### config.mk
export PLATFORM = sky130hd
export DESIGN_NAME = chan_regbank
export DESIGN_NICKNAME = d
export VERILOG_FILES = /design/src/rtl/cr_pkg.sv /design/src/rtl/cr_strap_decode.sv /design/src/rtl/cr_win_decode.sv /design/src/rtl/cr_reg_array.sv /design/src/rtl/chan_regbank.sv
export SDC_FILE = /design/constraint.sdc
export NUM_CORES = 2
export LEC_CHECK = 0
export BUFFER_PORTS_ARGS = -buffer_cell sky130_fd_sc_hd__buf_2
export CAP_MARGIN = 40
export CORE_MARGIN = 8
export CORE_UTILIZATION = 50
export CTS_BUF_LIST = sky130_fd_sc_hd__clkbuf_8
export DETAILED_ROUTE_END_ITERATION = 12
export GPL_TIMING_DRIVEN = 0
export PLACE_DENSITY = 0.76
export SLEW_MARGIN = 20
export SYNTH_ARGS = -nofsm -noshare
export SYNTH_HDL_FRONTEND = slang
export SYNTH_HIERARCHICAL = 1
export SYNTH_SLANG_ARGS = --single-unit
### constraint.sdc
create_clock -name clk -period 7 [get_ports clk]
set_clock_uncertainty 0.2 [all_clocks]
set_input_delay 1.4 -clock clk [delete_from_list [all_inputs] [get_ports clk]]
set_output_delay 1.4 -clock clk [all_outputs]
set_load 0.005 [all_outputs]
### src/rtl/cr_pkg.sv
package cr_pkg;

    localparam int CR_NCH   = 4;
    localparam int CR_WIN_W = 3;
    localparam int CR_SEL_W = $clog2(CR_NCH);
    localparam int CR_LVL_W = 3;
    localparam int CR_TA_W  = 7;

    typedef enum logic [CR_WIN_W-1:0] {
        WIN_CH0    = 3'd0,
        WIN_CH1    = 3'd1,
        WIN_CH2    = 3'd2,
        WIN_CH3    = 3'd3,
        WIN_GRP_ALL = 3'd4,
        WIN_GRP_LO = 3'd5,
        WIN_GRP_HI = 3'd6,
        WIN_SHARED = 3'd7
    } win_e;

    typedef struct packed {
        logic [CR_NCH-1:0]   wmask;
        logic [CR_SEL_W-1:0] rsel;
        logic                shared;
    } route_t;

    typedef struct packed {
        logic               ok;
        logic [CR_TA_W-1:0] addr;
    } strap_t;

    function automatic route_t route_of(win_e w);
        route_t r;
        r = '{wmask: '0, rsel: '0, shared: 1'b0};
        unique case (w)
            WIN_CH0:     begin r.wmask = 4'b0001; r.rsel = 2'd0; end
            WIN_CH1:     begin r.wmask = 4'b0010; r.rsel = 2'd1; end
            WIN_CH2:     begin r.wmask = 4'b0100; r.rsel = 2'd2; end
            WIN_CH3:     begin r.wmask = 4'b1000; r.rsel = 2'd3; end
            WIN_GRP_ALL: begin r.wmask = 4'b1111; r.rsel = 2'd0; end
            WIN_GRP_LO:  begin r.wmask = 4'b0011; r.rsel = 2'd0; end
            WIN_GRP_HI:  begin r.wmask = 4'b1100; r.rsel = 2'd2; end
            WIN_SHARED:  begin r.shared = 1'b1; end
            default:     r.shared = 1'b0;
        endcase
        return r;
    endfunction

    function automatic strap_t strap_map(logic [CR_LVL_W-1:0] hi, logic [CR_LVL_W-1:0] lo);
        strap_t s;
        s.ok = (hi < 3'd4) && (lo < 3'd4);
        if (s.ok)
            s.addr = 7'h18 + {2'b00, hi[1:0], 3'b000} + {4'b0000, lo[1:0], 1'b0};
        else
            s.addr = '0;
        return s;
    endfunction

endpackage

### src/rtl/cr_strap_decode.sv
module cr_strap_decode
    import cr_pkg::*;
(
    input  logic [CR_LVL_W-1:0] lvl_hi,
    input  logic [CR_LVL_W-1:0] lvl_lo,
    output strap_t              strap
);
    always_comb strap = strap_map(lvl_hi, lvl_lo);
endmodule

### src/rtl/cr_win_decode.sv
module cr_win_decode
    import cr_pkg::*;
#(
    parameter int ADDR_W = 8,
    localparam int OFF_W = ADDR_W - CR_WIN_W
) (
    input  logic [ADDR_W-1:0] addr,
    output route_t            route,
    output logic [OFF_W-1:0]  offset
);
    win_e win;
    always_comb begin
        win    = win_e'(addr[ADDR_W-1 -: CR_WIN_W]);
        route  = route_of(win);
        offset = addr[OFF_W-1:0];
    end
endmodule

### src/rtl/cr_reg_array.sv
module cr_reg_array #(
    parameter int DATA_W = 8,
    parameter int DEPTH  = 32,
    localparam int IDX_W = $clog2(DEPTH)
) (
    input  logic              clk,
    input  logic              rst,
    input  logic              we,
    input  logic [IDX_W-1:0]  idx,
    input  logic [DATA_W-1:0] wval,
    output logic [DATA_W-1:0] rval
);
    logic [DATA_W-1:0] cell_q [DEPTH];

    always_ff @(posedge clk) begin
        if (rst) begin
            for (int i = 0; i < DEPTH; i++) cell_q[i] <= '0;
        end else if (we) begin
            cell_q[idx] <= wval;
        end
    end

    assign rval = cell_q[idx];
endmodule

### src/rtl/chan_regbank.sv
module chan_regbank
    import cr_pkg::*;
#(
    parameter int DATA_W = 8,
    parameter int ADDR_W = 8,
    localparam int OFF_W = ADDR_W - CR_WIN_W,
    localparam int DEPTH = 2 ** OFF_W
) (
    input  logic                clk,
    input  logic                rst,
    input  logic [CR_LVL_W-1:0] strap_hi,
    input  logic [CR_LVL_W-1:0] strap_lo,
    output logic [CR_TA_W-1:0]  tgt_addr,
    output logic                tgt_addr_ok,
    input  logic                wr_en,
    input  logic                rd_en,
    input  logic [ADDR_W-1:0]   addr,
    input  logic [DATA_W-1:0]   wdata,
    output logic [DATA_W-1:0]   rdata
);
    strap_t            strap;
    route_t            route;
    logic [OFF_W-1:0]  offset;
    logic [DATA_W-1:0] ch_rd [CR_NCH];
    logic [DATA_W-1:0] sh_rd;
    logic [DATA_W-1:0] rd_mux;
    logic [DATA_W-1:0] rdata_q;

    cr_strap_decode u_strap (
        .lvl_hi (strap_hi),
        .lvl_lo (strap_lo),
        .strap  (strap)
    );

    assign tgt_addr    = strap.addr;
    assign tgt_addr_ok = strap.ok;

    cr_win_decode #(.ADDR_W(ADDR_W)) u_dec (
        .addr   (addr),
        .route  (route),
        .offset (offset)
    );

    for (genvar c = 0; c < CR_NCH; c++) begin : g_ch
        cr_reg_array #(.DATA_W(DATA_W), .DEPTH(DEPTH)) u_arr (
            .clk  (clk),
            .rst  (rst),
            .we   (wr_en & route.wmask[c]),
            .idx  (offset),
            .wval (wdata),
            .rval (ch_rd[c])
        );
    end

    cr_reg_array #(.DATA_W(DATA_W), .DEPTH(DEPTH)) u_shared (
        .clk  (clk),
        .rst  (rst),
        .we   (wr_en & route.shared),
        .idx  (offset),
        .wval (wdata),
        .rval (sh_rd)
    );

    always_comb rd_mux = route.shared ? sh_rd : ch_rd[route.rsel];

    always_ff @(posedge clk) begin
        if (rst)        rdata_q <= '0;
        else if (rd_en) rdata_q <= rd_mux;
    end

    assign rdata = rdata_q;
endmodule

### Word-level counts from Yosys, hierarchy flattened

Memories as Yosys holds them, arrays and structs flattened.
Cells that the tools add are included.

* bits of input ports: 26
* ROM bits: 0
* register bits: 8
* bits in latches: 0
* memories kept: 5
* RAM bits: 1280

* muxes and demuxes: 39
* shift-type cells: 0
* div/mod/pow operators: 0
* add/sub/neg operators: 2
* order comparisons: 3
* equality and inequality tests: 7
* multiply operators: 0
* bitwise logic cells: 6
* reduce and logical (&&, ||, !) cells: 7

Memories
* g_ch[0].u_arr.cell_q: depth 32, width 8, rd ports 1, clocked after memory_dff 0, write ports 32, RTL line cr_reg_array.sv:13 `logic [DATA_W-1:0] cell_q [DEPTH];`
* g_ch[1].u_arr.cell_q: depth 32, width 8, rd ports 1, clocked after memory_dff 0, write ports 32, RTL line cr_reg_array.sv:13
* g_ch[2].u_arr.cell_q: depth 32, width 8, rd ports 1, clocked after memory_dff 0, write ports 32, RTL line cr_reg_array.sv:13
* g_ch[3].u_arr.cell_q: depth 32, width 8, rd ports 1, clocked after memory_dff 0, write ports 32, RTL line cr_reg_array.sv:13
* u_shared.cell_q: depth 32, width 8, rd ports 1, clocked after memory_dff 0, write ports 32, RTL line cr_reg_array.sv:13

Operators by type and width (number)
* $mux 8: 8
* $pmux 6 s7: 1
* $reduce_or 8->1: 5
* $mux 5: 5
* $mux 1: 23
* $bmux 8 s2: 1
* $eq 3x3->1 const B: 4
* $add 7x3->7: 1
* $mux 7: 1
* $add 5x5->6 const A: 1
* $eq 3x2->1 const B: 2
* $lt 3x3->1 const B: 2
* $and 1x1->1: 5
* $eq 3x1->1 const B: 1
* $ge 3x3->1 const B: 1
* $logic_not 3->1: 1
* $not 2->3: 1
* $logic_and 1x1->1: 1

### Logic depth before layout (Yosys ltp)

* word-level depth: 8
* mapped depth: 11

### Hierarchy

Netlist, hierarchy kept.

Modules (own cells, without submodules)
* cr_reg_array at g_ch[1].u_arr ...: area an instance 12016.5 µm², cells an instance 885, times used 4
* cr_reg_array at g_ch[0].u_arr: area an instance 12007.8 µm², cells an instance 885, times used 1
* chan_regbank: area an instance 611.8 µm², cells an instance 62, times used 1
* cr_win_decode: area an instance 98.8 µm², cells an instance 15, times used 1
* cr_strap_decode: area an instance 72.6 µm², cells an instance 12, times used 1

### Worst setup path after synthesis

No wires, ideal clock.

* path kind: in2reg
* start: in addr[1]
* end: reg rdata_q[0], in the netlist rdata[0]
* data required time: 6.662 ns
* data arrival time: 3.355 ns
* path slack: 3.308 ns
* setup time: 0.138 ns
* cell stages on the path: 10
* cells stage by stage: buf_4 -> buf_2 -> clkbuf_1 -> mux2i_1 -> o22ai_1 -> nor4_1 -> nand2_1 -> mux2_2 -> a222oi_1 -> a211oi_1

RTL lines
* from (decl): RTL line chan_regbank.sv:17 `input logic [ADDR_W-1:0] addr,`
* to (signal assigned): RTL line chan_regbank.sv:68 `else if (rd_en) rdata_q <= rd_mux;`
* to (decl): RTL line chan_regbank.sv:27 `logic [DATA_W-1:0] rdata_q;`

==> metrics.log <==
[metrics] run status: finished clean
[metrics] full die area: 133100 um^2
[metrics] FMAX: 225.2 MHz
[metrics] DRC marker count from the first detailed-route iteration: around 4.5k
[metrics] post-route design area: roughly 67000 um^2
[metrics] antenna violations before repair: 9
[metrics] height of the die: 364.9 um
[metrics] Flop pwr share: 0.544
[metrics] most area-consuming cells after synthesis: sky130_fd_sc_hd__edfxtp_1, sky130_fd_sc_hd__and2_1, sky130_fd_sc_hd__mux2i_1
[metrics] Mapped Avg Cell Area: 13.48 um^2
[metrics] antenna violation net count after detailed routing: 0
[metrics] initial cell density of the core: 0.5020
[metrics] total wirelength of the detailed-routed design: about 160 mm
[metrics] final estimated routing congestion in global placement: between 0.9 and 1
[metrics] remaining max-slew budget at the tightest pin: 0.3404
[metrics] half-perimeter wire length of the detailed placement result: around 110 mm
[metrics] number of max-slew violations in the final report: 0
[metrics] routed length per instance: 25.07 um
[metrics] distinct cell type count after synthesis: 45
[metrics] Vias: 38.36k
[metrics] Slew @ Worst Pin: 0.9894 ns
[metrics] final critical-path share of the clock period: 0.6345
[metrics] Worst EP arrival: a little under 5 ns
[metrics] fraction of power spent switching nets: 0.2411
[metrics] Skew-Pair Late Insertion Delay: roughly 0.90 ns
[metrics] max incr delay on CP: just over 0.8 ns
[metrics] Synth Cell Area: 60860 um^2
[metrics] placed cell areas: 63250 um^2
[metrics] maximum level of the CTS H-tree: 4
[metrics] clock tree from TritonCTS: done
[metrics] final count of hold timing violations: 0
[metrics] maximum resistive drop on vdd: 0.0001541 V
[metrics] total number of nets in the final design: 4784
[metrics] max-capacitance violation count: 0
[metrics] data required time at the worst endpoint: 7.53 ns
[metrics] number of hold-repair buffers added at the cts stage: 0
[metrics] CP dominant cell by count: sky130_fd_sc_hd__buf_4
[metrics] Clock Sink Count: 1288
[metrics] Leakage: 25.02 nW
[metrics] total I/O pin count: 42
[metrics] unrepaired setup endpoints after global routing: false
[metrics] Tmin final: 4.441 ns
[metrics] FILL cells: 9775
[metrics] #FFs+latches synth: 1288
[metrics] power spent charging and discharging nets: 3.979 mW
[metrics] setup fix buffers added after clock tree synthesis: 0
[metrics] fin worst setup slack: 2.559 ns
[metrics] share of synthesized area occupied by flip-flops and latches: 0.6342
[metrics] number of global-route vias before repair: 37.71k
[metrics] pin count of the biggest net entering global routing: 46
[metrics] Crit-path slowest cell: sky130_fd_sc_hd__nor4_1
[metrics] number of buffers on the longest clock path: 3
[metrics] Cell Rows: around 130
[metrics] iteration count of the initial detailed-routing pass: 8
[metrics] aggregate global-route resource usage: 0.2404
[metrics] power density over the cells: 245.8 nW/um^2
[metrics] hold crit path type: flip-flop to flip-flop
[metrics] clock slew at the register clock pins of the worst setup and hold paths: around 0.060 ns
[metrics] cts bufs inserted: 199
[metrics] Setup TNS Final: 0 ns
[metrics] post-cts repair resize count: 0
[metrics] post-synthesis cell count: approximately 4.5k
[metrics] Worst Setup Path Type: primary input to flip-flop
[metrics] Clk network pwr share: 0.375
[metrics] number of warnings printed during yosys synthesis: 6
[metrics] # port buffers: 33
[metrics] category of the worst setup path launch point: primary input
[metrics] crit-path cells: buf_4 > buf_2 > buf_4 > nand4b_1 > o22ai_1 > nor4_1 > nand2_1 > mux2_4 > a222oi_1 > a211oi_1
[metrics] type of element capturing the critical path: flip-flop
[metrics] pre-CTS setup slack: 1.952 ns
[metrics] cell at the root of the clock tree: sky130_fd_sc_hd__clkbuf_8
[metrics] DIE WIDTH: around 360 um
[metrics] Area growth, synth to finish: 10.32%
[metrics] minimum hold slack: 0.2891 ns
[metrics] Overall Power: between 15 and 20 mW
[metrics] post-detailed-route via-to-cell ratio: 5.864
[metrics] Internal: 12.52 mW
[metrics] global-route wire length before repair: about 240 mm
[metrics] final number of setup-violating endpoints: 0
[metrics] Main synth FF type: sky130_fd_sc_hd__edfxtp_1
[metrics] top cell type by total area after synthesis: sky130_fd_sc_hd__edfxtp_1
[metrics] Async S/R FF share, synth: 0
[metrics] post-route DRC violation count: 0
[metrics] highest net fanout along the worst path: 30
[metrics] Overflow after GRT: 0
[metrics] layout cell share with drive strength beyond 1: 0.1383
[metrics] Post-synth EDFFs: 1280
[metrics] fraction of synthesized cell area taken by the top area cell type: 0.6316
[metrics] Comb pwr share: 0.081
[metrics] CORE AREA: approximately 120000 um^2
==> critical path, delay by kind of cell <==
family | cells | cell delay [ns]
AND/OR/NAND/NOR | 3 | 1.42
AO/OA/AOI/OAI | 3 | 0.87
multiplexers | 1 | 0.31
buffers and inverters | 3 | 0.96
==> layer usage <==
metal,vias to the layer above,global-route usage,share of wire
met5,-,0,0.000079
met4,2,0.1134,0.050
met3,472,0.05075,0.096
met2,2040,0.3813,0.46
met1,18810,0.3170,0.39
li1,17040,-,-
==> stage by stage <==
stage | std cells | util
final | 6542 | 0.5538
after global routing | 6541 | 0.5538
after CTS | 6535 | 0.5537
after detailed placement | 6181 | 0.5217
after global placement | 6173 | 0.5201
after floorplan | 4515 | -
==> cell families (layout without fill, tap and decap cells) <==
| group | after synthesis | after routing | share of synthesized area |
|---|---|---|---|
| fa+ha+maj | 1 | 1 | 0.0002056 |
| flops | 1288 | 1288 | 0.6342 |
| simple gates | 1899 | 1899 | 0.1959 |
| mux | 656 | 656 | 0.1083 |
| other cells | 1 | 9 | 0.00006162 |
| buf+inv | 331 | 726 | 0.02582 |
| compound gates | 338 | 338 | 0.03544 |
==> cell usage in the layout, fill, tap and decap left out, drive strengths merged, types with 15 or more instances in the layout <==
master / Yosys / layout
edfxtp: 1280 / 1280
bufinv: 0 / 15
nand2: 55 / 55
inv: 2 / 61
clkbuf: 170 / 373
nor3: 23 / 23
and2: 1285 / 1285
mux2: 16 / 16
nor4: 80 / 80
or2: 160 / 160
or4b: 20 / 20
buf: 159 / 200
nand4bb: 34 / 34
mux2i: 640 / 640
nor2: 160 / 160
nand4b: 25 / 25
clkinv: 0 / 75
o22ai: 320 / 320
==> power by group through the flow <==
stage          logic, mW  registers [mW]  clock network [mW]
2_1_floorplan      0.771            9.09                   0
3_3_place_gp        1.28            9.11                   0
3_5_place_dp        1.31            9.13                   0
4_1_cts             1.31            8.97                6.28
5_1_grt             1.39            9.00                6.57
6_report            1.34            8.97                6.19
==> worst paths after layout <==
| path | slack, ns | end | start | depth (start not counted) |
|---|---|---|---|---|
| min | 0.29 | rdata[0] | rdata[0] | 2 |
| max reg2reg | 3.91 | rdata[3] | g_ch[0].u_arr/cell_q[2][3] | 7 |
| min reg2reg | 0.29 | rdata[0] | rdata[0] | 2 |
| max | 2.56 | rdata[4] | addr[3] | 10 |
==> final cells by class <==
class	count	area, um^2	share of cell area
Clock inverter	151	1077	0.01605
Multi-Input combinational cell	2896	20690	0.3082
Timing Repair Buffer	41	357.8	0.005330
Tap cell	1625	2033	0.03028
Clock buffer	203	2794	0.04161
Inverter	2	7.507	0.0001118
Antenna cell	7	17.52	0.0002609
Buffer	329	1564	0.02329
Sequential cell	1288	38600	0.5749
==> Yosys cell counts, drive strengths merged, types with 2 or more instances <==
| library cell | instances |
|---|---|
| and2 | 1285 |
| edfxtp | 1280 |
| mux2i | 640 |
| o22ai | 320 |
| clkbuf | 170 |
| nor2 | 160 |
| or2 | 160 |
| buf | 159 |
| nor4 | 80 |
| nand2 | 55 |
| nand4bb | 34 |
| nand4b | 25 |
| nor3 | 23 |
| or4b | 20 |
| mux2 | 16 |
| nand3b | 10 |
| or3b | 10 |
| a211oi | 8 |
| a222oi | 8 |
| dfxtp | 8 |
| nor3b | 7 |
| nand2b | 5 |
| nand3 | 5 |
| nand4 | 5 |
| or3 | 5 |
| or4 | 5 |
| nor2b | 3 |
| inv | 2 |
==> sequential cells by signal, indices dropped and copies added, names as in the netlist <==
name,count
u_shared/cell_q,256
g_ch.u_arr/cell_q,1024
rdata,8
Power figures use the tool's default switching activity.
